`config.mk`:
```
export PLATFORM = sky130hd
export DESIGN_NAME = chgdet_trig
export DESIGN_NICKNAME = d
export VERILOG_FILES = /design/src/rtl/cdt_pkg.sv /design/src/rtl/cdt_sync.sv /design/src/rtl/cdt_pattern.sv /design/src/rtl/cdt_trig_sel.sv /design/src/rtl/cdt_ctrl.sv /design/src/rtl/chgdet_trig.sv
export SDC_FILE = /design/constraint.sdc
export NUM_CORES = 1
export LEC_CHECK = 0
export ABC_CLOCK_PERIOD_IN_PS = 3400
export BUFFER_PORTS_ARGS = -buffer_cell sky130_fd_sc_hd__buf_4
export CELL_PAD_IN_SITES_DETAIL_PLACEMENT = 1
export CELL_PAD_IN_SITES_GLOBAL_PLACEMENT = 1
export CORE_ASPECT_RATIO = 2
export CORE_MARGIN = 1.5
export CORE_UTILIZATION = 40
export DETAILED_ROUTE_END_ITERATION = 12
export GPL_ROUTABILITY_DRIVEN = 1
export PLACE_DENSITY_LB_ADDON = 0.1
export SYNTH_ARGS = -nofsm -noshare
export SYNTH_HDL_FRONTEND = slang
export SYNTH_HIERARCHICAL = 1
export SYNTH_SLANG_ARGS = --single-unit
```
`constraint.sdc`:
```
create_clock -name clk -period 3.4 [get_ports clk]
set_input_delay 0.68 -clock clk [delete_from_list [all_inputs] [get_ports clk]]
set_output_delay 0.68 -clock clk [all_outputs]
set_load 0.02 [all_outputs]
```
`src/rtl/cdt_pkg.sv`:
```
package cdt_pkg;

    typedef enum logic [1:0] {
        SRC_SOFT = 2'd0,
        SRC_EDGE = 2'd1,
        SRC_PAT  = 2'd2,
        SRC_OFF  = 2'd3
    } trig_src_e;

    typedef enum logic [2:0] {
        ST_IDLE  = 3'd0,
        ST_ARMED = 3'd1,
        ST_SYNC  = 3'd2,
        ST_RUN   = 3'd3,
        ST_DONE  = 3'd4,
        ST_FAULT = 3'd5
    } ctrl_state_e;

endpackage

```
`src/rtl/cdt_sync.sv`:
```
// Multi-stage synchroniser followed by one history register.
// cur is the newest synchronised sample, prev the one before it.
module cdt_sync #(
    parameter int W      = 32,
    parameter int STAGES = 2
) (
    input  logic         clk,
    input  logic         rst_n,
    input  logic [W-1:0] din,
    output logic [W-1:0] cur,
    output logic [W-1:0] prev
);
    localparam int LAST = STAGES;

    logic [W-1:0] chain [LAST+1];

    always_ff @(posedge clk or negedge rst_n) begin
        if (!rst_n) begin
            for (int i = 0; i <= LAST; i++) chain[i] <= '0;
        end else begin
            chain[0] <= din;
            for (int i = 1; i <= LAST; i++) chain[i] <= chain[i-1];
        end
    end

    assign cur  = chain[LAST-1];
    assign prev = chain[LAST];
endmodule

```
`src/rtl/cdt_pattern.sv`:
```
// Masked pattern comparison, qualified to the rising edge of the condition.
module cdt_pattern #(
    parameter int W = 32
) (
    input  logic         clk,
    input  logic         rst_n,
    input  logic [W-1:0] sample,
    input  logic [W-1:0] mask,
    input  logic [W-1:0] pattern,
    input  logic         on_miss,
    output logic         cond,
    output logic         evt
);
    logic hit;
    logic cond_q;

    assign hit  = (((sample ^ pattern) & mask) == '0);
    assign cond = hit ^ on_miss;
    assign evt  = cond & ~cond_q;

    always_ff @(posedge clk or negedge rst_n) begin
        if (!rst_n) cond_q <= 1'b0;
        else        cond_q <= cond;
    end
endmodule

```
`src/rtl/cdt_trig_sel.sv`:
```
// Selects one trigger source and turns it into a single-clock hit.
module cdt_trig_sel
    import cdt_pkg::*;
(
    input  trig_src_e src,
    input  logic      soft_lvl,
    input  logic      pin_cur,
    input  logic      pin_prev,
    input  logic      fall,
    input  logic      pat_evt,
    output logic      hit
);
    logic edge_hit;

    assign edge_hit = fall ? (pin_prev & ~pin_cur) : (pin_cur & ~pin_prev);

    always_comb begin
        unique case (src)
            SRC_SOFT: hit = soft_lvl;
            SRC_EDGE: hit = edge_hit;
            SRC_PAT:  hit = pat_evt;
            SRC_OFF:  hit = 1'b0;
        endcase
    end
endmodule

```
`src/rtl/cdt_ctrl.sv`:
```
// Acquisition controller: state register, next-state logic, registered outputs.
module cdt_ctrl
    import cdt_pkg::*;
#(
    parameter int W     = 32,
    parameter int CNT_W = 16
) (
    input  logic             clk,
    input  logic             rst_n,
    input  logic             go,
    input  logic             start_hit,
    input  logic             stop_hit,
    input  logic             change_any,
    input  logic [W-1:0]     sample,
    input  logic [CNT_W-1:0] pre_cnt,
    output logic             cap_stb,
    output logic [W-1:0]     cap_data,
    output logic             start_evt,
    output logic             stop_evt,
    output logic             active,
    output logic             done,
    output logic             err_early
);
    localparam logic [CNT_W-1:0] CNT_MAX = {CNT_W{1'b1}};

    ctrl_state_e       state, state_nx;
    logic [CNT_W-1:0]  cap_cnt;
    logic              take_cap;

    // state register
    always_ff @(posedge clk or negedge rst_n) begin
        if (!rst_n) state <= ST_IDLE;
        else        state <= state_nx;
    end

    // next state
    always_comb begin
        state_nx = state;
        if (!go) begin
            state_nx = ST_IDLE;
        end else begin
            unique case (state)
                ST_IDLE:  state_nx = ST_ARMED;
                ST_ARMED: if (start_hit) state_nx = ST_SYNC;
                ST_SYNC:  state_nx = ST_RUN;
                ST_RUN:   if (stop_hit)
                              state_nx = (cap_cnt >= pre_cnt) ? ST_DONE : ST_FAULT;
                ST_DONE:  state_nx = ST_DONE;
                ST_FAULT: state_nx = ST_FAULT;
                default:  state_nx = ST_IDLE;
            endcase
        end
    end

    assign take_cap = (state == ST_RUN) && change_any;

    // registered outputs and capture counter
    always_ff @(posedge clk or negedge rst_n) begin
        if (!rst_n) begin
            cap_stb   <= 1'b0;
            cap_data  <= '0;
            start_evt <= 1'b0;
            stop_evt  <= 1'b0;
            cap_cnt   <= '0;
        end else begin
            cap_stb   <= take_cap;
            start_evt <= (state == ST_ARMED) && go && start_hit;
            stop_evt  <= (state == ST_RUN) && go && stop_hit;
            if (take_cap) cap_data <= sample;
            if (state == ST_ARMED)
                cap_cnt <= '0;
            else if (take_cap && cap_cnt != CNT_MAX)
                cap_cnt <= cap_cnt + 1'b1;
        end
    end

    assign active    = (state == ST_RUN);
    assign done      = (state == ST_DONE);
    assign err_early = (state == ST_FAULT);
endmodule

```
`src/rtl/chgdet_trig.sv`:
```
module chgdet_trig
    import cdt_pkg::*;
#(
    parameter int W      = 32,
    parameter int CNT_W  = 16,
    parameter int STAGES = 2
) (
    input  logic             clk,
    input  logic             rst_n,
    input  logic [W-1:0]     port_in,
    input  logic [W-1:0]     sig_mask,
    input  logic [W-1:0]     cmp_pat,
    input  logic             pat_on_miss,
    input  logic [1:0]       start_sel,
    input  logic [1:0]       stop_sel,
    input  logic             start_pin,
    input  logic             start_fall,
    input  logic             stop_pin,
    input  logic             stop_fall,
    input  logic [CNT_W-1:0] pre_cnt,
    input  logic             go,
    output logic             cap_stb,
    output logic [W-1:0]     cap_data,
    output logic             start_evt,
    output logic             stop_evt,
    output logic             active,
    output logic             done,
    output logic             err_early
);
    localparam int PIN_W = 2;

    logic [W-1:0]     s_cur, s_prev;
    logic [PIN_W-1:0] p_cur, p_prev;
    logic             pat_cond, pat_evt;
    logic             change_any;
    logic             start_hit, stop_hit;

    cdt_sync #(.W(W), .STAGES(STAGES)) u_sync_data (
        .clk(clk), .rst_n(rst_n), .din(port_in), .cur(s_cur), .prev(s_prev)
    );

    cdt_sync #(.W(PIN_W), .STAGES(STAGES)) u_sync_pins (
        .clk(clk), .rst_n(rst_n), .din({stop_pin, start_pin}),
        .cur(p_cur), .prev(p_prev)
    );

    assign change_any = |((s_cur ^ s_prev) & sig_mask);

    cdt_pattern #(.W(W)) u_pattern (
        .clk(clk), .rst_n(rst_n), .sample(s_cur), .mask(sig_mask),
        .pattern(cmp_pat), .on_miss(pat_on_miss), .cond(pat_cond), .evt(pat_evt)
    );

    cdt_trig_sel u_start_sel (
        .src(trig_src_e'(start_sel)), .soft_lvl(1'b1),
        .pin_cur(p_cur[0]), .pin_prev(p_prev[0]), .fall(start_fall),
        .pat_evt(pat_evt), .hit(start_hit)
    );

    cdt_trig_sel u_stop_sel (
        .src(trig_src_e'(stop_sel)), .soft_lvl(1'b0),
        .pin_cur(p_cur[1]), .pin_prev(p_prev[1]), .fall(stop_fall),
        .pat_evt(pat_evt), .hit(stop_hit)
    );

    cdt_ctrl #(.W(W), .CNT_W(CNT_W)) u_ctrl (
        .clk(clk), .rst_n(rst_n), .go(go),
        .start_hit(start_hit), .stop_hit(stop_hit),
        .change_any(change_any), .sample(s_cur), .pre_cnt(pre_cnt),
        .cap_stb(cap_stb), .cap_data(cap_data),
        .start_evt(start_evt), .stop_evt(stop_evt),
        .active(active), .done(done), .err_early(err_early)
    );

    logic unused_cond;
    assign unused_cond = pat_cond;
endmodule

```
==> metrics.csv <==
metric;value;unit
status;complete, no violations;
grt_pass1_wl;28300;um
clock-root-buffer;clkbuf_16;
antenna_cells;0;
max_freq;334;MHz
numCtsBuffers;17;
yosys_warnings;6;
synth_top_flop_cell;dfrtp_1;
gr-max-usage-layer;met2;
die_w;95.3;um
layout-drive-gt1-share;28.6;%
grt_pass1_vias;5281;
synth-seq-cells;157;
grt_max_degree;76;
swShare;27.9;%
gr-usage-met3;4.58;%
synth_top_family_by_area;simple AND/OR/NAND/NOR gates;
synth.yosys.seq_area_share;57.7;%
worst_clock_skew;9.09;ps
r2r-start;u_sync_data/cur[14]$_DFF_PN0_;
met2_usage;41.7;%
hold_viol;0;
synth_cell_types;45;
worstMarginPinSlew;716;ps
yosys.area.top_type;dfrtp_1;
clock-sinks;157;
drt-initial-drc-count;138;
viasPerCell;4.99;
wl_per_cell;19.6;um
synth-adder-area-share;3.12;%
synthTopCellsByArea;dfrtp_1 (58%), xor2_1 (8.4%), buf_4 (7.5%), nand2_1 (5.7%), a22oi_1 (3.6%);
synthMuxAreaShare;0.624;%
hold_path.class;in2async;
overflow;0;
start_util;40.8;%
post_cts_resized;0;
crit_arrival;3300;ps
p_switching;0.00150;W
r2r_slack;400;ps
hold_slack;267;ps
cp-start-kind;register;
p_per_area;639;nW/um2
setup_viol;0;
area_delta_synth_final;23.8;%
cp_max_fo;4;
cts.repair_timing.setup_buffer_count;0;
port_buffers;161;
drc;0;
clk_pin_slew;60;ps
final_core_util;50.6;%
comb_power_share;20.1;%
netlist_instances;603;
dp_hpwl;14000;um
finalCritPeriodShare;88.1;%
routed_wl;18300;um
synthArstFlopShare;100;%
power.internal;0.00389;W
yosys.area_share.simple;12.3;%
cap_violations;0;
rsz0062_at_grt;false;
regToRegEndpoint;u_ctrl/state[0]$_DFFE_PN0P_;
rows;67;
antenna_found_initial;0;
peakVddDrop;0.000273;V
num_io_pins;162;
setup_tns;0;ps
gr-usage-met1;22.0;%
synth-edff-count;0;
clock_latency;420;ps
die_area;17900;um2
globalplace.congestion;0.822;
seqPwrFrac;42.6;%
cts_buffer_depth;2;
synth_compound_area_share;6.98;%
rr_worst_depth;11;
drv_slew;0;
hold_buffers;0;
synth_top_area_share;57.7;%
clockPowerShare;37.3;%
coreArea;16700;um2
synth.avg_cell_area;11.3;um2
htree_levels;4;
antenna_left;0;
min_period;3000;ps
final_nets;855;
end_kind;register;
syn_nets;744;
track_usage;21.7;%
synth-xor-area-share;9.90;%
die_h;188;um
netlist_area;6810;um2
p_leak;4.16;nW
worstSetupPathType;reg2reg;
num_vias;4649;
drt_pass1_iterations;4;
cts_tree;done;
slew_headroom;52.2;%
required;3710;ps
-- stage by stage --
step	setup slack, ps	instance area, um2	power, W	instances
finish	403	8430	0.00539	932
global route	235	8430	0.00564	932
CTS	408	8430	0.00546	932
detailed placement	117	7810	0.00342	902
global placement	327	7810	0.00337	902
floorplan	858	6810	0.00284	603
-- sequential cells by signal, summed over array words and instances, names as in the netlist --
signal,flops
u_sync_data/prev,32
u_ctrl/state,3
u_sync_pins/chain,2
u_ctrl/stop_evt,1
u_ctrl/cap_stb,1
u_sync_data/cur,32
u_ctrl/cap_cnt,16
u_ctrl/cap_data,32
u_pattern/cond_q,1
u_ctrl/start_evt,1
u_sync_data/chain,32
u_sync_pins/cur,2
u_sync_pins/prev,2
-- how the worst max path moves through the flow --
stage,start,endpoint,slack [ps],cells past startpoint
2_1_floorplan,cmp_pat[7],u_ctrl/state[0]$_DFFE_PN0P_,860,11
3_3_place_gp,cmp_pat[29],u_ctrl/state[0]$_DFFE_PN0P_,330,12
3_5_place_dp,cmp_pat[29],u_ctrl/state[0]$_DFFE_PN0P_,120,12
4_1_cts,u_sync_data/cur[29]$_DFF_PN0_,u_ctrl/state[0]$_DFFE_PN0P_,410,11
5_1_grt,u_sync_data/cur[29]$_DFF_PN0_,u_ctrl/state[0]$_DFFE_PN0P_,230,11
6_report,u_sync_data/cur[14]$_DFF_PN0_,u_ctrl/state[0]$_DFFE_PN0P_,400,11
-- routing by layer --
layer,wire (um),up-vias
li1,-,2156
met1,6180,2335
met2,10900,139
met3,869,19
met4,327,0
met5,0,-
-- cells in the final DEF, fill, tap and decap left out, types with 3 or more instances in the layout --
master	count
clkbuf_8	4
bufinv_16	4
nand3_1	10
a211oi_1	5
xnor2_1	12
o21ai_0	3
nand4_1	15
inv_1	23
clkbuf_16	17
xor2_1	65
buf_4	167
nand2b_1	4
nor2b_1	4
a22oi_1	33
nand2_1	103
and3_1	3
nor3_1	5
ha_1	17
nor2_1	23
dfrtp_1	157
a21oi_1	11
clkinv_2	3
-- synth_stat cells (2+ instances only) --
cell type and count:
dfrtp_1 157, nand2_1 103, buf_4 68, xor2_1 65, a22oi_1 33, inv_1 23, nor2_1 23, ha_1 17
nand4_1 15, xnor2_1 12, a21oi_1 11, nand3_1 10, a211oi_1 5, nor3_1 5, buf_1 4, nand2b_1 4
nor2b_1 4, and3_1 3, clkbuf_1 3, o21ai_0 3, buf_2 2, conb_1 2, mux2_2 2, mux2i_1 2
nor3b_1 2, nor3b_2 2, nor4_1 2, o22ai_1 2, o31ai_1 2, or4_1 2
-- critical path, cell delays in order (launching register included) --
cell and delay, ps:
dfrtp_1 420, xor2_1 160, a22oi_1 390, nand4_1 170, nor4_2 450, mux2_2 250, mux2i_1 70, o22ai_1 260
inv_1 110, o21ai_0 200, o221ai_1 140, a22o_1 250
-- kinds of logic after synthesis --
| logic type | after synthesis |
|---|---|
| muxes | 4 |
| and+or+nand+nor | 180 |
| xor gates and xnor gates | 77 |
| buffers and inverters | 101 |
| adders and majority gates | 17 |
| other | 2 |
| DFF | 157 |
| AOI/OAI and AO/OA | 65 |
-- power groups by stage --
stage	clock network (W)	logic (W)	registers (W)
6_report	0.00201	0.00108	0.00230
5_1_grt	0.00214	0.00117	0.00233
4_1_cts	0.00206	0.00110	0.00230
3_5_place_dp	0	0.00109	0.00233
3_3_place_gp	0	0.00106	0.00232
2_1_floorplan	0	0.000342	0.00250
-- layout make-up --
class / instances / area, um2
clock inverters: 7 / 135
multi-input cells: 345 / 2250
repair buffers: 169 / 1280
clock buffers: 23 / 488
fillers: 1840 / 8250
flip-flops and latches: 157 / 3930
well taps: 207 / 259
inverters: 24 / 90.1
(Power assumes the default switching activity.)
